--- config.mk ---
export PLATFORM = sky130hd
export DESIGN_NAME = raster_timer
export DESIGN_NICKNAME = d
export VERILOG_FILES = /design/src/rtl/rt_pkg.sv /design/src/rtl/rt_regs.sv /design/src/rtl/rt_ctrl.sv /design/src/rtl/rt_dpath.sv /design/src/rtl/raster_timer.sv
export SDC_FILE = /design/constraint.sdc
export NUM_CORES = 1
export LEC_CHECK = 0
export BUFFER_PORTS_ARGS = -buffer_cell sky130_fd_sc_hd__buf_2
export CAP_MARGIN = 20
export CORE_MARGIN = 2
export CORE_UTILIZATION = 34
export CTS_BUF_LIST = sky130_fd_sc_hd__clkbuf_8
export DETAILED_ROUTE_END_ITERATION = 16
export PLACE_DENSITY = 0.46
export SYNTH_ARGS = -nofsm -noshare
export SYNTH_HDL_FRONTEND = slang
export SYNTH_SLANG_ARGS = --single-unit
--- constraint.sdc ---
create_clock -name clk -period 5.8 [get_ports clk]
set_input_delay 0.58 -clock clk [delete_from_list [all_inputs] [get_ports clk]]
set_output_delay 0.58 -clock clk [all_outputs]
set_load 0.01 [all_outputs]
--- src/rtl/rt_pkg.sv ---
package rt_pkg;
  parameter int H_W = 12;
  parameter int V_W = 12;

  typedef enum logic [2:0] {
    V_PRE   = 3'd0,
    V_SYNC  = 3'd1,
    V_POST  = 3'd2,
    V_BLANK = 3'd3,
    V_DISP  = 3'd4
  } vRegion_t;

  typedef struct packed {
    logic [H_W-1:0] halfSync;
    logic [H_W-1:0] backPorch;
    logic [H_W-1:0] dispWidth;
    logic [H_W-1:0] broadPulse;
    logic [H_W-1:0] lineTime;
    logic [H_W-1:0] lineStart;
    logic [V_W-1:0] vPreEq;
    logic [V_W-1:0] vSyncLen;
    logic [V_W-1:0] vPostEq;
    logic [V_W-1:0] vBlank;
    logic [V_W-1:0] vDisp;
  } timingCfg_t;

  // Strobes and state handed from the control to the datapath
  typedef struct packed {
    logic     running;
    logic     secondHalf;
    vRegion_t region;
  } ctrlStrobe_t;
endpackage

--- src/rtl/rt_regs.sv ---
module rt_regs import rt_pkg::*; #(
  parameter int ADDR_W = 4,
  parameter int DATA_W = 12
) (
  input  logic              clk,
  input  logic              rstN,
  input  logic              wrEn,
  input  logic [ADDR_W-1:0] wrAddr,
  input  logic [DATA_W-1:0] wrData,
  output timingCfg_t        cfg,
  output logic              run
);
  localparam logic [ADDR_W-1:0] ADR_CTRL   = ADDR_W'(0);
  localparam logic [ADDR_W-1:0] ADR_HSYNC  = ADDR_W'(1);
  localparam logic [ADDR_W-1:0] ADR_BPORCH = ADDR_W'(2);
  localparam logic [ADDR_W-1:0] ADR_DWIDTH = ADDR_W'(3);
  localparam logic [ADDR_W-1:0] ADR_BROAD  = ADDR_W'(4);
  localparam logic [ADDR_W-1:0] ADR_LTIME  = ADDR_W'(5);
  localparam logic [ADDR_W-1:0] ADR_LSTART = ADDR_W'(6);
  localparam logic [ADDR_W-1:0] ADR_VPRE   = ADDR_W'(7);
  localparam logic [ADDR_W-1:0] ADR_VSYNC  = ADDR_W'(8);
  localparam logic [ADDR_W-1:0] ADR_VPOST  = ADDR_W'(9);
  localparam logic [ADDR_W-1:0] ADR_VBLANK = ADDR_W'(10);
  localparam logic [ADDR_W-1:0] ADR_VDISP  = ADDR_W'(11);

  logic [H_W-1:0] hData;
  logic [V_W-1:0] vData;
  assign hData = H_W'(wrData);
  assign vData = V_W'(wrData);

  always_ff @(posedge clk or negedge rstN) begin
    if (!rstN) begin
      cfg <= '0;
      run <= 1'b0;
    end else if (wrEn) begin
      if (wrAddr == ADR_CTRL) begin
        run <= wrData[0];
      end else if (!run) begin
        case (wrAddr)
          ADR_HSYNC:  cfg.halfSync   <= hData;
          ADR_BPORCH: cfg.backPorch  <= hData;
          ADR_DWIDTH: cfg.dispWidth  <= hData;
          ADR_BROAD:  cfg.broadPulse <= hData;
          ADR_LTIME:  cfg.lineTime   <= hData;
          ADR_LSTART: cfg.lineStart  <= hData;
          ADR_VPRE:   cfg.vPreEq     <= vData;
          ADR_VSYNC:  cfg.vSyncLen   <= vData;
          ADR_VPOST:  cfg.vPostEq    <= vData;
          ADR_VBLANK: cfg.vBlank     <= vData;
          ADR_VDISP:  cfg.vDisp      <= vData;
          default: ;
        endcase
      end
    end
  end

  AST_CFG_FROZEN: assert property (@(posedge clk) disable iff (!rstN)
    run |=> $stable(cfg));
endmodule

--- src/rtl/rt_ctrl.sv ---
module rt_ctrl import rt_pkg::*; (
  input  logic           clk,
  input  logic           rstN,
  input  logic           run,
  input  timingCfg_t     cfg,
  output logic [H_W-1:0] hCnt,
  output ctrlStrobe_t    strobe
);
  localparam int VX_W = V_W + 2;

  logic [V_W-1:0] vCnt;
  logic [H_W-1:0] hNext;
  logic [V_W-1:0] vNext;
  logic [H_W-1:0] halfLen;
  logic [V_W:0]   frameLen;
  logic           lineEnd;
  logic           midEnd;
  logic           frameEnd;
  logic           stepV;
  vRegion_t       region;
  logic           secondHalf;

  function automatic vRegion_t regionOf(input logic [V_W-1:0] v, input timingCfg_t c);
    logic [VX_W-1:0] vx, e1, e2, e3, eb;
    vx = VX_W'(v);
    e1 = VX_W'(c.vPreEq);
    e2 = e1 + VX_W'(c.vSyncLen);
    e3 = e2 + VX_W'(c.vPostEq);
    eb = VX_W'(c.vBlank);
    if (vx < e1)      return V_PRE;
    else if (vx < e2) return V_SYNC;
    else if (vx < e3) return V_POST;
    else if (vx < eb) return V_BLANK;
    else              return V_DISP;
  endfunction

  assign halfLen  = cfg.lineTime >> 1;
  assign lineEnd  = (hCnt == cfg.lineTime - 1'b1);
  assign midEnd   = (hCnt == halfLen - 1'b1);
  assign stepV    = lineEnd || midEnd;
  assign frameLen = {1'b0, cfg.vBlank} + {1'b0, cfg.vDisp};
  assign frameEnd = ({1'b0, vCnt} == frameLen - 1'b1);

  always_comb begin
    if (!run) begin
      hNext = '0;
      vNext = '0;
    end else begin
      hNext = lineEnd ? '0 : hCnt + 1'b1;
      if (stepV) vNext = frameEnd ? '0 : vCnt + 1'b1;
      else       vNext = vCnt;
    end
  end

  always_ff @(posedge clk or negedge rstN) begin
    if (!rstN) begin
      hCnt       <= '0;
      vCnt       <= '0;
      region     <= V_PRE;
      secondHalf <= 1'b0;
    end else begin
      hCnt       <= hNext;
      vCnt       <= vNext;
      region     <= regionOf(vNext, cfg);
      secondHalf <= run && (hNext >= halfLen);
    end
  end

  always_comb begin
    strobe.running    = run;
    strobe.secondHalf = secondHalf;
    strobe.region     = region;
  end

  AST_H_BOUND: assert property (@(posedge clk) disable iff (!rstN)
    (run && cfg.lineTime != '0) |-> (hCnt < cfg.lineTime));
  AST_H_STEP: assert property (@(posedge clk) disable iff (!rstN)
    (run && !lineEnd) |=> (hCnt == $past(hCnt) + 1'b1));
  AST_V_WRAP: assert property (@(posedge clk) disable iff (!rstN)
    (run && stepV && frameEnd) |=> (vCnt == '0));
endmodule

--- src/rtl/rt_dpath.sv ---
module rt_dpath import rt_pkg::*; (
  input  logic           clk,
  input  logic           rstN,
  input  timingCfg_t     cfg,
  input  logic [H_W-1:0] hCnt,
  input  ctrlStrobe_t    strobe,
  output logic           syncOut,
  output logic           vSyncOut,
  output logic           blankOut,
  output logic           dispActive,
  output logic           lineStrobe
);
  localparam int HX_W = H_W + 2;

  logic [H_W-1:0]  halfLen;
  logic [H_W-1:0]  halfPos;
  logic [HX_W-1:0] hx, syncEnd, winStart, winStop;
  logic            hWin;
  logic            syncRaw;

  assign halfLen  = cfg.lineTime >> 1;
  assign halfPos  = strobe.secondHalf ? (hCnt - halfLen) : hCnt;
  assign hx       = HX_W'(hCnt);
  assign syncEnd  = HX_W'(cfg.halfSync) << 1;
  assign winStart = syncEnd + HX_W'(cfg.backPorch);
  assign winStop  = winStart + HX_W'(cfg.dispWidth);
  assign hWin     = (hx >= winStart) && (hx < winStop);

  always_comb begin
    case (strobe.region)
      V_PRE, V_POST: syncRaw = (halfPos < cfg.halfSync);
      V_SYNC:        syncRaw = (halfPos < cfg.broadPulse);
      default:       syncRaw = (hx < syncEnd);
    endcase
  end

  assign syncOut    = strobe.running && syncRaw;
  assign vSyncOut   = strobe.running && (strobe.region == V_SYNC);
  assign dispActive = strobe.running && (strobe.region == V_DISP) && hWin;
  assign blankOut   = !dispActive;
  assign lineStrobe = strobe.running && (hCnt == cfg.lineStart);

  AST_IDLE_QUIET: assert property (@(posedge clk) disable iff (!rstN)
    !strobe.running |-> (blankOut && !syncOut && !vSyncOut && !lineStrobe));
  AST_VSYNC_BLANKED: assert property (@(posedge clk) disable iff (!rstN)
    vSyncOut |-> blankOut);
  AST_STROBE_SINGLE: assert property (@(posedge clk) disable iff (!rstN)
    (lineStrobe && strobe.running && cfg.lineTime > 1) |=> !lineStrobe);
endmodule

--- src/rtl/raster_timer.sv ---
module raster_timer import rt_pkg::*; #(
  parameter int ADDR_W = 4,
  localparam int DATA_W = (H_W > V_W) ? H_W : V_W
) (
  input  logic              clk,
  input  logic              rstN,
  input  logic              wrEn,
  input  logic [ADDR_W-1:0] wrAddr,
  input  logic [DATA_W-1:0] wrData,
  output logic              syncOut,
  output logic              vSyncOut,
  output logic              blankOut,
  output logic              dispActive,
  output logic              lineStrobe
);
  timingCfg_t     cfg;
  logic           run;
  logic [H_W-1:0] hCnt;
  ctrlStrobe_t    strobe;

  rt_regs #(.ADDR_W(ADDR_W), .DATA_W(DATA_W)) u_regs (
    .clk(clk), .rstN(rstN), .wrEn(wrEn), .wrAddr(wrAddr), .wrData(wrData),
    .cfg(cfg), .run(run)
  );

  rt_ctrl u_ctrl (
    .clk(clk), .rstN(rstN), .run(run), .cfg(cfg), .hCnt(hCnt), .strobe(strobe)
  );

  rt_dpath u_dpath (
    .clk(clk), .rstN(rstN), .cfg(cfg), .hCnt(hCnt), .strobe(strobe),
    .syncOut(syncOut), .vSyncOut(vSyncOut), .blankOut(blankOut),
    .dispActive(dispActive), .lineStrobe(lineStrobe)
  );
endmodule

==> results of run 1 <==
-- cells in the final DEF, fill, tap and decap left out, types with 7 or more instances in the layout --
cell      count
nand2_1      78
mux2_2      119
a31oi_1      10
ha_1        194
xnor2_1      62
and3_1       17
a211oi_1      7
o21a_1        9
nand2b_1     22
buf_4        18
nor2_1       67
xor2_1       50
a21o_1       38
nor2b_1      19
nand3_1      25
nand4_1      11
a21oi_1      73
clkbuf_8     21
o21bai_1     11
inv_1       157
dfrtp_1     157
buf_2        22
nor3_1       18
o21ai_0      67
-- power breakdown --
| part | total [mW] | internal [mW] | switching [mW] | leakage (nW) |
|---|---|---|---|---|
| combinational | 3.74 | 1.66 | 2.07 | 4.96 |
| clock | 0.931 | 0.467 | 0.464 | 0.216 |
| sequential | 1.55 | 1.36 | 0.194 | 2.00 |
-- cells by family (layout without fill, tap and decap cells) --
kind of cell	Yosys count	count (layout)
compound gates	289	289
xor+xnor	113	113
fa+ha+maj	200	200
buf+inv	209	227
flops	161	161
mux	121	121
simple gates	318	318
-- per-stage QoR --
| step | instance area [um2] | total power [mW] |
|---|---|---|
| global route | 14500 | 6.87 |
| global placement | 14000 | 5.23 |
| finish | 14500 | 6.22 |
| CTS | 14500 | 6.25 |
| floorplan | 13400 | 4.40 |
| detailed placement | 14000 | 5.27 |
-- path summary, 6_finish.rpt --
check                                    to  depth (start not counted)       startpoint  slack (ps)
min in group clk                 u_regs.run                          3             wrEn         470
min                          u_ctrl.hCnt[3]                          1             rstN          30
max reg2reg                u_ctrl.region[2]                         25   u_regs.cfg[13]         460
min reg2reg                  u_regs.cfg[23]                          1   u_regs.cfg[23]         510
max                              dispActive                         21  u_regs.cfg[120]         360
max in group asynchronous    u_regs.cfg[59]                          2             rstN        4520
-- area by class of cell --
| type | count | area, um2 | share of cell area |
|---|---|---|---|
| flip-flops and latches | 161 | 4030 | 0.278 |
| well taps | 518 | 648 | 0.0447 |
| clock inverters | 10 | 135 | 0.00931 |
| inverters | 155 | 582 | 0.0401 |
| clock buffers | 21 | 289 | 0.0199 |
| multi-input cells | 1041 | 8570 | 0.590 |
| repair buffers | 41 | 256 | 0.0177 |
-- worst max-delay path, delay by kind of cell (launching register included) --
kind	cells	cell delay [ps]
flip-flops	1	430
AO/OA/AOI/OAI	9	1480
adder cells (fa/ha/maj)	4	1250
AND/OR/NAND/NOR	5	700
XOR/XNOR	2	370
buffers and inverters	1	130
-- flip-flops by register name, indices dropped and copies added, names as in the netlist --
signal / count
u_ctrl.hCnt: 12
u_ctrl.region: 3
u_ctrl.vCnt: 12
u_regs.run: 1
u_regs.cfg: 132
u_ctrl.secondHalf: 1
-- routing by layer --
metal,global-route usage,vias up,wire length (um)
met5,0,-,0
met2,0.322,141,17800
met1,0.237,4795,16900
li1,-,4966,-
met3,0.0310,45,1070
met4,0.0537,0,894
==> results.json, run 1 <==
{
  "outcome": "finished clean",
  "die_h_um": 202,
  "worst-endpoint-arrival_ps": 4860,
  "hold_class": "in2async",
  "critPathMaxStageDelay_ps": 430,
  "gp_congestion": 0.826,
  "clockRootBuffer": "clkbuf_8",
  "cp.required_ps": 5220,
  "hpwl_mm": 27.7,
  "initial_core_util": 0.346,
  "placement.io_buffers": 23,
  "num-nets-final": 1636,
  "grt_max_degree": 62,
  "synthTopCellsByArea": "dfrtp_1 (30%), ha_1 (18%), mux2_2 (10%)",
  "ir_drop_mv": 0.190,
  "hold_viol": 0,
  "syn-cell-area_um2": 13400,
  "grt_pass1_wl_mm": 58.5,
  "antenna_left": 0,
  "io_pins": 24,
  "num_rows": 72,
  "cts_buffers": 17,
  "slew_violations": 0,
  "place_ws_ps": 197,
  "synth-edff-count": 0,
  "post-cts-setup-buffers": 0,
  "dp.cells": 1916,
  "cts_sinks": 161,
  "fin_crit_ps": 5440,
  "finalWorstSetupSlack_ps": 363,
  "powerDensity_nw_per_um2": 428,
  "crit_fanout": 4,
  "power.leakage_nw": 7.17,
  "clock_latency_ps": 500,
  "drive_above_1_share": 0.156,
  "setup_tns_ps": 0,
  "track_usage": 0.186,
  "drtIter0Drc": 431,
  "synth_cell_types": 87,
  "hold_slack_ps": 33.9,
  "grt.overflow.total": 0,
  "worst_path_most_repeated_cell": "ha_1",
  "final_core_util": 0.375,
  "synth-seq-cells": 161,
  "drc": 0,
  "max-clock-path-buffers": 2,
  "cts_max_level": 4,
  "postCtsResizedCells": 0,
  "async_flop_share": 1.00,
  "stdcell_count": 1947,
  "maxSlewHeadroom": 0.304,
  "vias": 9947,
  "finClkSkew_ps": 15.8,
  "yosys.area_share.adder": 0.190,
  "worstSetupPathType": "reg2out",
  "area_growth_pct": 8.40,
  "synth_top_area_frac": 0.301,
  "synthFlopType": "dfrtp_1",
  "nFillCells": 3967,
  "yosysMostFrequentCell": "ha_1",
  "max_cap_violations": 0,
  "startpoint_type": "flop",
  "postCtsHoldBufs": 0,
  "yosys.area_share.simple": 0.128,
  "cts_tree": "built",
  "ys_seq_area_frac": 0.301,
  "path_clk_slew_ps": 100,
  "synth_xor_area_frac": 0.0751,
  "final.period_utilization": 0.937,
  "tightestPinTransition_ps": 1040,
  "detail_route.wl_per_cell_um": 18.8,
  "syn-instance-count": 1411,
  "n_antenna_cell": 0,
  "antenna_found_initial": 2,
  "design.core.area_um2": 38700,
  "syn_area_per_cell_um2": 9.49,
  "synth_warnings": 0,
  "first_global_vias": 10100,
  "crit_slowest_cell": "dfrtp_1",
  "synth_top_family_by_area": "adder cells",
  "yosys.area.top_type": "dfrtp_1",
  "endpoint_kind": "primary output",
  "rsz0062_at_grt": "false",
  "first_pass_iters": 5,
  "die_w_um": 202,
  "wl_mm": 36.6,
  "setup_violations": 0,
  "yosys-top-cells-count": "ha_1 (194), dfrtp_1 (161), inv_1 (155)",
  "die_area_um2": 41000,
  "synth_compound_area_frac": 0.141,
  "synth_mux_area_frac": 0.102,
  "vias_per_cell": 5.11,
  "syn_nets": 1630,
  "crit_chain": "ha_1 > fa_1 > a21o_1 > a21oi_2 > nor2b_1 > o21a_1 > o21ai_0 > nand2b_1 > a21oi_1 > xnor2_1 > ha_1 > nor3_1 > nor2_1 > o41ai_2 > xor2_1 > ha_1 > o2111ai_1 > a21oi_1 > o311ai_1 > and4_1 > buf_2",
  "fmax_ghz": 0.184
}
Note: power is estimated with default switching activity, not from simulation.
==> run 2: changes to the inputs <==
CELL_PAD_IN_SITES_DETAIL_PLACEMENT = 1   (was unset)
CELL_PAD_IN_SITES_GLOBAL_PLACEMENT = 2   (was unset)
PLACE_DENSITY = 0.66   (was 0.46)
==> run 2 against run 1 <==
Effect of this change: global-route usage rose by 1.9 points; critical path depth fell by 1; first-iteration DRC count fell by 6.5%; cell count rose by 0.51%; largest power group unchanged; wire length rose by 8.7%; non-clock buffer count rose by 8.
==> results.json, run 2 (synthesis gave the netlist of run 1 again) <==
{
  "reg2reg_depth": 24,
  "layout_commonest_cell": "ha_1",
  "die_w_um": 202,
  "first_global_vias": 11100,
  "startpoint_type": "flop",
  "hold_viol": 0,
  "powerDensity_nw_per_um2": 433,
  "crit_fanout": 4,
  "detail_route.wl_per_cell_um": 20.3,
  "finClkSkew_ps": 21.3,
  "grt_pass1_wl_mm": 63.9,
  "drtIter0Drc": 403,
  "power_mw": 6.32,
  "crit_slowest_cell": "dfrtp_1",
  "r2r_start": "u_regs.cfg[13]",
  "postCtsHoldBufs": 0,
  "vias": 10200,
  "path_clk_slew_ps": 90,
  "worstSetupPathType": "reg2out",
  "antenna_left": 0,
  "area_growth_pct": 9.00,
  "wl_mm": 39.8,
  "worst_path_most_repeated_cell": "ha_1",
  "maxSlewHeadroom": 0.367,
  "tightestPinTransition_ps": 949,
  "final_cell_mix": "ha_1 (194), dfrtp_1 (158), inv_1 (155), mux2_2 (119), nand2_1 (78)",
  "stdcell_count": 1957,
  "worst-endpoint-arrival_ps": 4850,
  "gp_congestion": 0.802,
  "clockRootBuffer": "clkbuf_8",
  "antenna_found_initial": 2,
  "cts_max_level": 4,
  "power.leakage_nw": 7.22,
  "max-clock-path-buffers": 2,
  "setup_violations": 0,
  "hpwl_mm": 30.8,
  "path_buf_inv": 1,
  "endpoint_kind": "primary output",
  "design.core.area_um2": 38700,
  "r2r_slack_ps": 460,
  "worst_path_dominant_cell_family": "compound AO/OA/AOI/OAI gates",
  "cts_sinks": 161,
  "grt_max_degree": 74,
  "worst_r2r_endpoint": "u_ctrl.region[2]",
  "ir_drop_mv": 0.230,
  "placement.io_buffers": 23,
  "die_area_um2": 41000,
  "drive_above_1_share": 0.161,
  "place_ws_ps": 348,
  "post-cts-setup-buffers": 0,
  "cts_buffers": 17,
  "drc": 0,
  "critPathMaxStageDelay_ps": 440,
  "largest_register_ffs": 132,
  "final_core_util": 0.377,
  "crit_cells": 20,
  "max_cap_violations": 0,
  "track_usage": 0.204,
  "hold_class": "in2async",
  "first_pass_iters": 4,
  "io_pins": 24,
  "outcome": "finished clean",
  "final.period_utilization": 0.935,
  "grt.overflow.total": 0,
  "cts_tree": "built",
  "dp.cells": 1924,
  "num-nets-final": 1644,
  "initial_core_util": 0.346,
  "slew_violations": 0,
  "cp.required_ps": 5220,
  "die_h_um": 202,
  "finalWorstSetupSlack_ps": 374,
  "hold_slack_ps": 98.5,
  "regMostFlops": "u_regs.cfg",
  "num_rows": 72,
  "clock_latency_ps": 520,
  "fin_crit_ps": 5430,
  "vias_per_cell": 5.20,
  "crit_chain": "ha_1 > fa_1 > a21o_1 > a21oi_2 > nor2b_1 > o21a_1 > o21ai_0 > nand2b_1 > a21oi_2 > xnor2_1 > ha_1 > o21ai_0 > a21oi_1 > a21o_1 > ha_1 > a21oi_1 > nor2b_1 > o311ai_2 > and4_1 > buf_2",
  "top_regs": "u_regs.cfg (132), u_ctrl.hCnt (12), u_ctrl.vCnt (12)",
  "fmax_ghz": 0.184
}
run 2: cell types whose count changed in the layout (fill, tap and decap cells not counted), moves of 2 or more:
cell / previous run / this run
buf_4: 18 / 26
inv_1: 157 / 155
clkbuf_8: 21 / 17
inv_6: 0 / 4
run 2: per-layer routing:
| metal | GRT usage | vias to the layer above | part of all wire |
|---|---|---|---|
| met5 | 0 | - | 0 |
| met4 | 0.0519 | 0 | 0.018 |
| met3 | 0.0343 | 38 | 0.031 |
| met2 | 0.368 | 86 | 0.51 |
| met1 | 0.252 | 5075 | 0.44 |
| li1 | - | 4986 | - |
run 2: how the worst max path moves through the flow:
stage	from	to	slack, ps
after floorplan	u_regs.cfg[13]	u_ctrl.region[1]	820
after global placement	u_regs.cfg[74]	u_ctrl.region[1]	500
after detailed placement	u_regs.cfg[75]	u_ctrl.region[1]	350
after CTS	u_regs.cfg[74]	syncOut	3
after global routing	u_regs.cfg[120]	dispActive	-8
final	u_regs.cfg[120]	dispActive	370
run 2: metrics by stage:
step                      area [um2]  setup TNS (ps)
after floorplan                13400               0
after global placement         14100               0
after detailed placement       14100               0
after CTS                      14500               0
after global routing           14600           -8.29
final                          14600               0
run 2: power by group:
group | switching [mW] | internal [mW] | total [mW]
combinational | 2.13 | 1.68 | 3.80
sequential | 0.195 | 1.36 | 1.55
clock | 0.489 | 0.473 | 0.962
total | 2.81 | 3.51 | 6.32
run 2: repair_timing:
action | CTS | global route
gates resized for setup | 4 | 18
endpoints found under the setup margin | 2 | 6
pin swaps | 0 | 2
run 2: worst register-to-register path: stages, from the launching register on:
cell,delay (ps)
dfrtp_1,390
inv_1,80
ha_1,220
inv_1,60
ha_1,160
inv_1,50
fa_1,450
xnor2_1,130
a2111oi_0,440
o211ai_1,180
nor4b_2,400
nand2_1,200
o21ai_1,230
buf_4,200
nor2_1,90
buf_4,160
ha_1,290
and3_1,150
nand3_1,170
a2111oi_0,550
nor3_1,120
o211a_1,160
o41ai_4,70
nand2_2,100
nor4b_2,200
run 2: layout make-up:
class | count | area, um2
Clock inverter | 15 | 208
Sequential cell | 161 | 4030
Timing Repair Buffer | 49 | 317
Fill cell | 4455 | 24100
Inverter | 155 | 582
Antenna cell | 1 | 2.50
Clock buffer | 17 | 234
Tap cell | 518 | 648
Multi-Input combinational cell | 1041 | 8570
